File: config.mk
export PLATFORM = sky130hd
export DESIGN_NAME = adc_ctrl_regs
export DESIGN_NICKNAME = d
export VERILOG_FILES = /design/src/rtl/adc_ctrl_regs.sv
export SDC_FILE = /design/constraint.sdc
export NUM_CORES = 1
export LEC_CHECK = 0
export BUFFER_PORTS_ARGS = -buffer_cell sky130_fd_sc_hd__buf_4
export CAP_MARGIN = 10
export CORE_UTILIZATION = 45
export CTS_BUF_LIST = sky130_fd_sc_hd__clkbuf_8 sky130_fd_sc_hd__clkbuf_16
export DETAILED_ROUTE_END_ITERATION = 8
export PLACE_DENSITY = 0.66
export SYNTH_ARGS = -nofsm -noshare
export SYNTH_HDL_FRONTEND = slang
export SYNTH_SLANG_ARGS = --single-unit
File: constraint.sdc
create_clock -name clk -period 1.7 [get_ports clk]
set_input_delay 0.085 -clock clk [delete_from_list [all_inputs] [get_ports clk]]
set_output_delay 0.085 -clock clk [all_outputs]
set_load 0.05 [all_outputs]
File: src/rtl/adc_ctrl_regs.sv
module adc_ctrl_regs #(
  parameter int RES_W   = 16,
  parameter int CH_W    = 5,
  parameter int REG_DLY = 200,
  parameter int RDY_DLY = 40
) (
  input  logic             clk,
  input  logic             rst_n,
  input  logic             bus_wr,
  input  logic             bus_rd,
  input  logic [7:0]       bus_addr,
  input  logic [31:0]      bus_wdata,
  output logic [31:0]      bus_rdata,
  output logic             conv_start,
  output logic [CH_W-1:0]  conv_chan,
  input  logic             conv_done,
  input  logic [RES_W-1:0] conv_result
);
  localparam int MAXD  = (REG_DLY > RDY_DLY) ? REG_DLY : RDY_DLY;
  localparam int CNT_W = $clog2(MAXD + 1);

  logic pwd_q, vreg_q, boost_q, en_q, dis_q, busy_q;
  logic vrdy_q, rdy_q, eoc_q, start_q;
  logic [CNT_W-1:0] vcnt_q, rcnt_q;
  logic [31:0] cfg_q, smp1_q, smp2_q, pcsel_q, sq1_q, dif_q;
  logic [RES_W-1:0] dr_q;

  wire wr_ctrl  = bus_wr && bus_addr == 8'h08;
  wire wr_isr   = bus_wr && bus_addr == 8'h00;
  wire rd_dr    = bus_rd && bus_addr == 8'h40;
  wire sw_mode  = cfg_q[11:10] == 2'b00 && cfg_q[1:0] == 2'b00;
  wire pwd_set  = wr_ctrl && bus_wdata[29];
  wire vreg_off = wr_ctrl && (bus_wdata[29] || !bus_wdata[28]);
  wire vreg_on  = vreg_q && !pwd_q;
  wire release_dis = dis_q && !busy_q;
  wire go       = wr_ctrl && bus_wdata[2] && rdy_q && !busy_q && !dis_q && sw_mode;
  wire finish   = busy_q && conv_done;

  assign conv_start = start_q;
  assign conv_chan  = sq1_q[6 +: CH_W];

  always_ff @(posedge clk or negedge rst_n) begin
    if (!rst_n) begin
      pwd_q <= 1'b1; vreg_q <= 1'b0; boost_q <= 1'b0;
      en_q <= 1'b0; dis_q <= 1'b0; busy_q <= 1'b0; start_q <= 1'b0;
    end else begin
      if (wr_ctrl) begin
        pwd_q   <= bus_wdata[29];
        vreg_q  <= bus_wdata[28] && !bus_wdata[29];
        boost_q <= bus_wdata[8];
      end
      if (pwd_set || release_dis) en_q <= 1'b0;
      else if (wr_ctrl && bus_wdata[0] && vrdy_q) en_q <= 1'b1;
      if (pwd_set || release_dis) dis_q <= 1'b0;
      else if (wr_ctrl && bus_wdata[1] && en_q) dis_q <= 1'b1;
      if (pwd_set) busy_q <= 1'b0;
      else if (go) busy_q <= 1'b1;
      else if (finish) busy_q <= 1'b0;
      start_q <= go;
    end
  end

  always_ff @(posedge clk or negedge rst_n) begin
    if (!rst_n) begin
      vcnt_q <= '0; vrdy_q <= 1'b0;
    end else if (!vreg_on || vreg_off) begin
      vcnt_q <= '0; vrdy_q <= 1'b0;
    end else if (!vrdy_q) begin
      if (vcnt_q == CNT_W'(REG_DLY - 1)) vrdy_q <= 1'b1;
      else vcnt_q <= vcnt_q + 1'b1;
    end
  end

  always_ff @(posedge clk or negedge rst_n) begin
    if (!rst_n) begin
      rcnt_q <= '0; rdy_q <= 1'b0;
    end else if (!vreg_on || vreg_off || !vrdy_q || !en_q || pwd_set || release_dis) begin
      rcnt_q <= '0; rdy_q <= 1'b0;
    end else if (!rdy_q) begin
      if (rcnt_q == CNT_W'(RDY_DLY - 1)) rdy_q <= 1'b1;
      else rcnt_q <= rcnt_q + 1'b1;
    end
  end

  always_ff @(posedge clk or negedge rst_n) begin
    if (!rst_n) begin
      eoc_q <= 1'b0; dr_q <= '0;
    end else begin
      if (finish) begin
        eoc_q <= 1'b1;
        dr_q  <= conv_result;
      end else if (rd_dr || (wr_isr && bus_wdata[2])) begin
        eoc_q <= 1'b0;
      end
    end
  end

  always_ff @(posedge clk or negedge rst_n) begin
    if (!rst_n) begin
      cfg_q <= '0; smp1_q <= '0; smp2_q <= '0; pcsel_q <= '0; sq1_q <= '0; dif_q <= '0;
    end else if (bus_wr) begin
      case (bus_addr)
        8'h0C: cfg_q   <= bus_wdata;
        8'h14: smp1_q  <= bus_wdata;
        8'h18: smp2_q  <= bus_wdata;
        8'h1C: pcsel_q <= bus_wdata;
        8'h30: sq1_q   <= bus_wdata;
        8'hC0: dif_q   <= bus_wdata;
        default: ;
      endcase
    end
  end

  always_comb begin
    case (bus_addr)
      8'h00: bus_rdata = {19'b0, vrdy_q, 9'b0, eoc_q, 1'b0, rdy_q};
      8'h08: bus_rdata = {2'b0, pwd_q, vreg_q, 19'b0, boost_q, 5'b0, busy_q, dis_q, en_q};
      8'h0C: bus_rdata = cfg_q;
      8'h14: bus_rdata = smp1_q;
      8'h18: bus_rdata = smp2_q;
      8'h1C: bus_rdata = pcsel_q;
      8'h30: bus_rdata = sq1_q;
      8'h40: bus_rdata = 32'(dr_q);
      8'hC0: bus_rdata = dif_q;
      default: bus_rdata = '0;
    endcase
  end

  AST_PWD_KILLS_VREG: assert property (@(posedge clk) disable iff (!rst_n)
    pwd_q |-> !vreg_q);
  AST_VRDY_NEEDS_VREG: assert property (@(posedge clk) disable iff (!rst_n)
    vrdy_q |-> (vreg_q && !pwd_q));
  AST_RDY_NEEDS_EN: assert property (@(posedge clk) disable iff (!rst_n)
    rdy_q |-> (en_q && vrdy_q));
  AST_START_GATED: assert property (@(posedge clk) disable iff (!rst_n)
    $rose(busy_q) |-> ($past(rdy_q) && conv_start));
  AST_DONE_SETS_EOC: assert property (@(posedge clk) disable iff (!rst_n)
    (busy_q && conv_done) |=> (eoc_q && !busy_q));
  AST_DIS_RELEASE: assert property (@(posedge clk) disable iff (!rst_n)
    (dis_q && !busy_q) |=> (!en_q && !dis_q && !rdy_q));
  AST_STRAY_DONE: assert property (@(posedge clk) disable iff (!rst_n)
    (!busy_q && conv_done) |=> $stable(dr_q));
endmodule

==> out/qor.csv <==
stage;metric;value;unit
outcome;status;finished with violations;
outcome;violations;DRC, setup timing;
power;combPwrFrac;0.084;
floorplan;io_pins;99;
synthesis;synthCells;811;
timing;fin_crit_sh;1.206;
grt;grtUsageTotal;0.2415;
power;ir_worst_vdd;0.0008457;V
clock_tree;cts_root_buffer;clkbuf_16;
finish;final_cell_area;0.01500;sq mm
floorplan;dieHeight;158.8;microns
finish;antenna_cells;0;
drt;viasPerCell;5.643;
synthesis;synth_area_leaders;dfrtp_1, mux2_2, mux2_4, mux2i_1, a22oi_1;
synthesis;ys_ff_latch;234;
grt;busiest_layer;met2;
power;power.leakage;7.364;nW
timing;worst_slew_pin_slew;0.5479;ns
setup_path;end_kind;output pin;
power;pwr_density_cell;885.1;mW/mm^2
floorplan;die_area;0.02522;sq mm
synthesis;synth_warnings;0;
power;p_clk_frac;0.469;
setup_path;reg2reg_from;vcnt_q[0];
place;place_ws;-0.1690;ns
grt;grt_use_met3;0.03265;
floorplan;fp-row-count;57;
power;switchingPower;2.977;mW
grt;gr-usage-met2;0.3862;
finish;final_core_util;0.6187;
drt;drt_iter0_drc;515;
grt;grt_max_degree;61;
setup_path;critPathLaunchType;flip-flop;
timing;drv_slew;0;
drt;wl_per_cell;21.82;microns
place;dp_hpwl;19700;microns
synthesis;yosysSeqAreaShare;0.5294;
min_path;hp-start;bus_wr;
setup_path;crit_required;1.62;ns
synthesis;synth_flop_cell;dfrtp_1;
power;seqPwrFrac;0.447;
finish;drive_above_1_share;0.5061;
timing;setup_viol;29;
power;p_total;13.28;mW
clock_tree;cts_tree;built;
setup_path;rr_worst_depth;5;
timing;holdWs;0.09187;ns
place;placed_cell_area;0.01305;sq mm
grt;grt_pass1_wl;47660;microns
clock_tree;cts.sinks;234;
grt;grt_antenna_before_repair;0;
place;io_buffers;98;
clock_tree;clkLatencyLatePin;0.53;ns
setup_path;arrival;1.96;ns
power;cell_internal_pwr;10.30;mW
setup_path;slowest_delay;0.43;ns
timing;max_clock_freq;487.9;MHz
drt;final_antenna_net_count;0;
synthesis;synth_top_area_frac;0.5270;
setup_path;timing.rr.end;vcnt_q[3];
grt;use_met1;0.3463;
min_path;hold_end;eoc_q;
floorplan;core;0.02425;sq mm
timing;slew_headroom;0.6348;
grt;grt_pass1_vias;8141;
synthesis;yosysTopAreaCell;dfrtp_1;
timing;period_needed;2.049;ns
drt;vias;7827;
timing;final_hold_viol_count;0;
floorplan;start_util;0.4562;
drt;drt_wl_total;30260;microns
grt;gr-total-overflow;0;
synthesis;synthArstFlopShare;1.000;
synthesis;netlist_area;0.01106;sq mm
floorplan;die_w;158.8;microns
setup_path;crit_chain;mux2_4 > a222oi_1 > o221ai_4 > buf_6;
synthesis;synth-edff-count;0;
flow_run;drv_cap;0;
timing;worst_slack;-0.3494;ns
synthesis;avgSynthCellArea;13.64;sq um
setup_path;rrSetupSlack;0.06;ns
min_path;hold_path_class;primary input to flip-flop;
synthesis;synth_cell_type_count;64;
finish;syn_to_final_growth;35.60;%
synthesis;syn-num-nets;874;
setup_path;crit_type;flip-flop to output pin;
place;routabilityCongestion;0.8653;
drt;drc;2;
clock_tree;path_clk_slew;0.06;ns
setup_path;cp_max_fo;2;
finish;fin_nets;1106;
timing;clock_skew;0.01490;ns
clock_tree;cts_buffer_depth;3;
drt;firstDrtPassIters;7;
timing;grt_setup_unrepaired;true;
min_path;whs_path_depth;4;
setup_path;cp_slowest_cell;a222oi_1;
clock_tree;htreeDepth;1;
clock_tree;cts_made_buffers;27;
power;netSwitchingFraction;0.2242;
-- final cells by class --
type,instances,area [sq um]
flip-flops and latches,234,5857
clock buffers,37,813.3
repair buffers,264,2560
well taps,324,405.4
fillers,1910,9246
clock inverters,12,157.7
inverters,3,11.26
multi-input cells,513,5197
-- flip-flops by register name (all words and copies together), names as in the netlist, 8 cells and up --
signal   flops
cfg_q       32
dif_q       32
pcsel_q     32
smp1_q      32
smp2_q      32
sq1_q       32
dr_q        16
rcnt_q       8
vcnt_q       8
-- per-layer routing --
metal	wire [microns]	share of wire
met5	0	0
met4	596	0.020
met3	1454	0.048
met2	14460	0.48
met1	13750	0.45
-- timing repair --
action | CTS | global route
cloned | 0 | 1
hold buffers | 51 | 0
hold endpoints to repair | 447 | 0
resized for setup | 49 | 25
pin swaps | 31 | 24
setup buffers | 11 | 8
setup endpoints to repair | 32 | 32
-- power by group through the flow --
stage          clock network (mW)  registers, mW  logic [mW]
4_1_cts                      6.31           5.92        1.10
5_1_grt                      6.56           5.95        1.21
3_5_place_dp                    0           6.02       0.972
2_1_floorplan                   0           5.98       0.487
3_3_place_gp                    0           6.01       0.957
6_report                     6.22           5.93        1.12
-- cells in the final DEF (no fill, tap or decap), types with 7 or more instances in the layout --
master / synthesis / final
xnor2_1: 8 / 8
o21ai_2: 0 / 7
mux2_4: 60 / 61
clkbuf_16: 0 / 28
a222oi_1: 15 / 15
dfrtp_1: 233 / 233
a22oi_2: 0 / 8
o21ai_4: 0 / 9
dlygate4sd3_1: 0 / 51
buf_12: 0 / 22
buf_6: 10 / 34
o21ai_0: 23 / 7
clkbuf_8: 0 / 10
buf_4: 10 / 152
mux2_2: 149 / 148
nand3_1: 13 / 8
a22oi_1: 26 / 18
nand2_1: 24 / 21
nor2_1: 24 / 24
inv_1: 3 / 7
a21oi_1: 11 / 9
a22o_1: 22 / 22
mux2i_1: 29 / 27
-- critical path, delay by kind of cell, from the launching register on --
family	cells	cell delay, ns
buffers and inverters	1	0.18
flip-flops	1	0.39
AO/OA/AOI/OAI	2	0.60
multiplexers	1	0.26
-- cells by family (layout without fill, tap and decap cells) --
| group | count (synthesis) | in the layout | synth area share |
|---|---|---|---|
| xor+xnor | 10 | 10 | 0.007917 |
| compound gates | 138 | 138 | 0.09466 |
| fa+ha+maj | 2 | 2 | 0.002262 |
| flops | 234 | 234 | 0.5294 |
| mux | 243 | 243 | 0.2644 |
| buf+inv | 64 | 316 | 0.03438 |
| simple gates | 120 | 120 | 0.06695 |
-- metrics by stage --
step                      instances  setup TNS (ns)
after floorplan                 811         -0.6778
after global placement         1267          -8.165
after detailed placement       1267          -6.069
after CTS                      1378          -4.048
after global routing           1387          -5.709
final                          1387          -3.506
-- synth_stat cells (all sizes together), types with 4 or more instances --
library cell / n
nand2: 26
a21oi: 11
o22ai: 8
o21ai: 23
dfrtp: 233
buf: 43
a221o: 7
nor4b: 4
mux2: 214
nand3: 15
nor4: 5
nor2b: 5
nor2: 24
a22o: 22
o221ai: 4
nand2b: 5
mux2i: 29
and3: 6
a22oi: 26
clkbuf: 18
xnor2: 8
nor3: 5
and2: 5
a222oi: 15
-- worst max path at each step --
stage / startpoint / to / slack [ns] / cells past startpoint
after floorplan: bus_addr[3] / bus_rdata[27] / -0.29 / 7
after global placement: bus_addr[3] / bus_rdata[27] / -0.19 / 7
after detailed placement: bus_addr[3] / bus_rdata[27] / -0.17 / 7
after CTS: dr_q[12] / bus_rdata[12] / -0.36 / 4
after global routing: dif_q[12] / bus_rdata[12] / -0.39 / 4
final: dif_q[12] / bus_rdata[12] / -0.35 / 4
No activity file was read; power rests on OpenSTA's default activity.
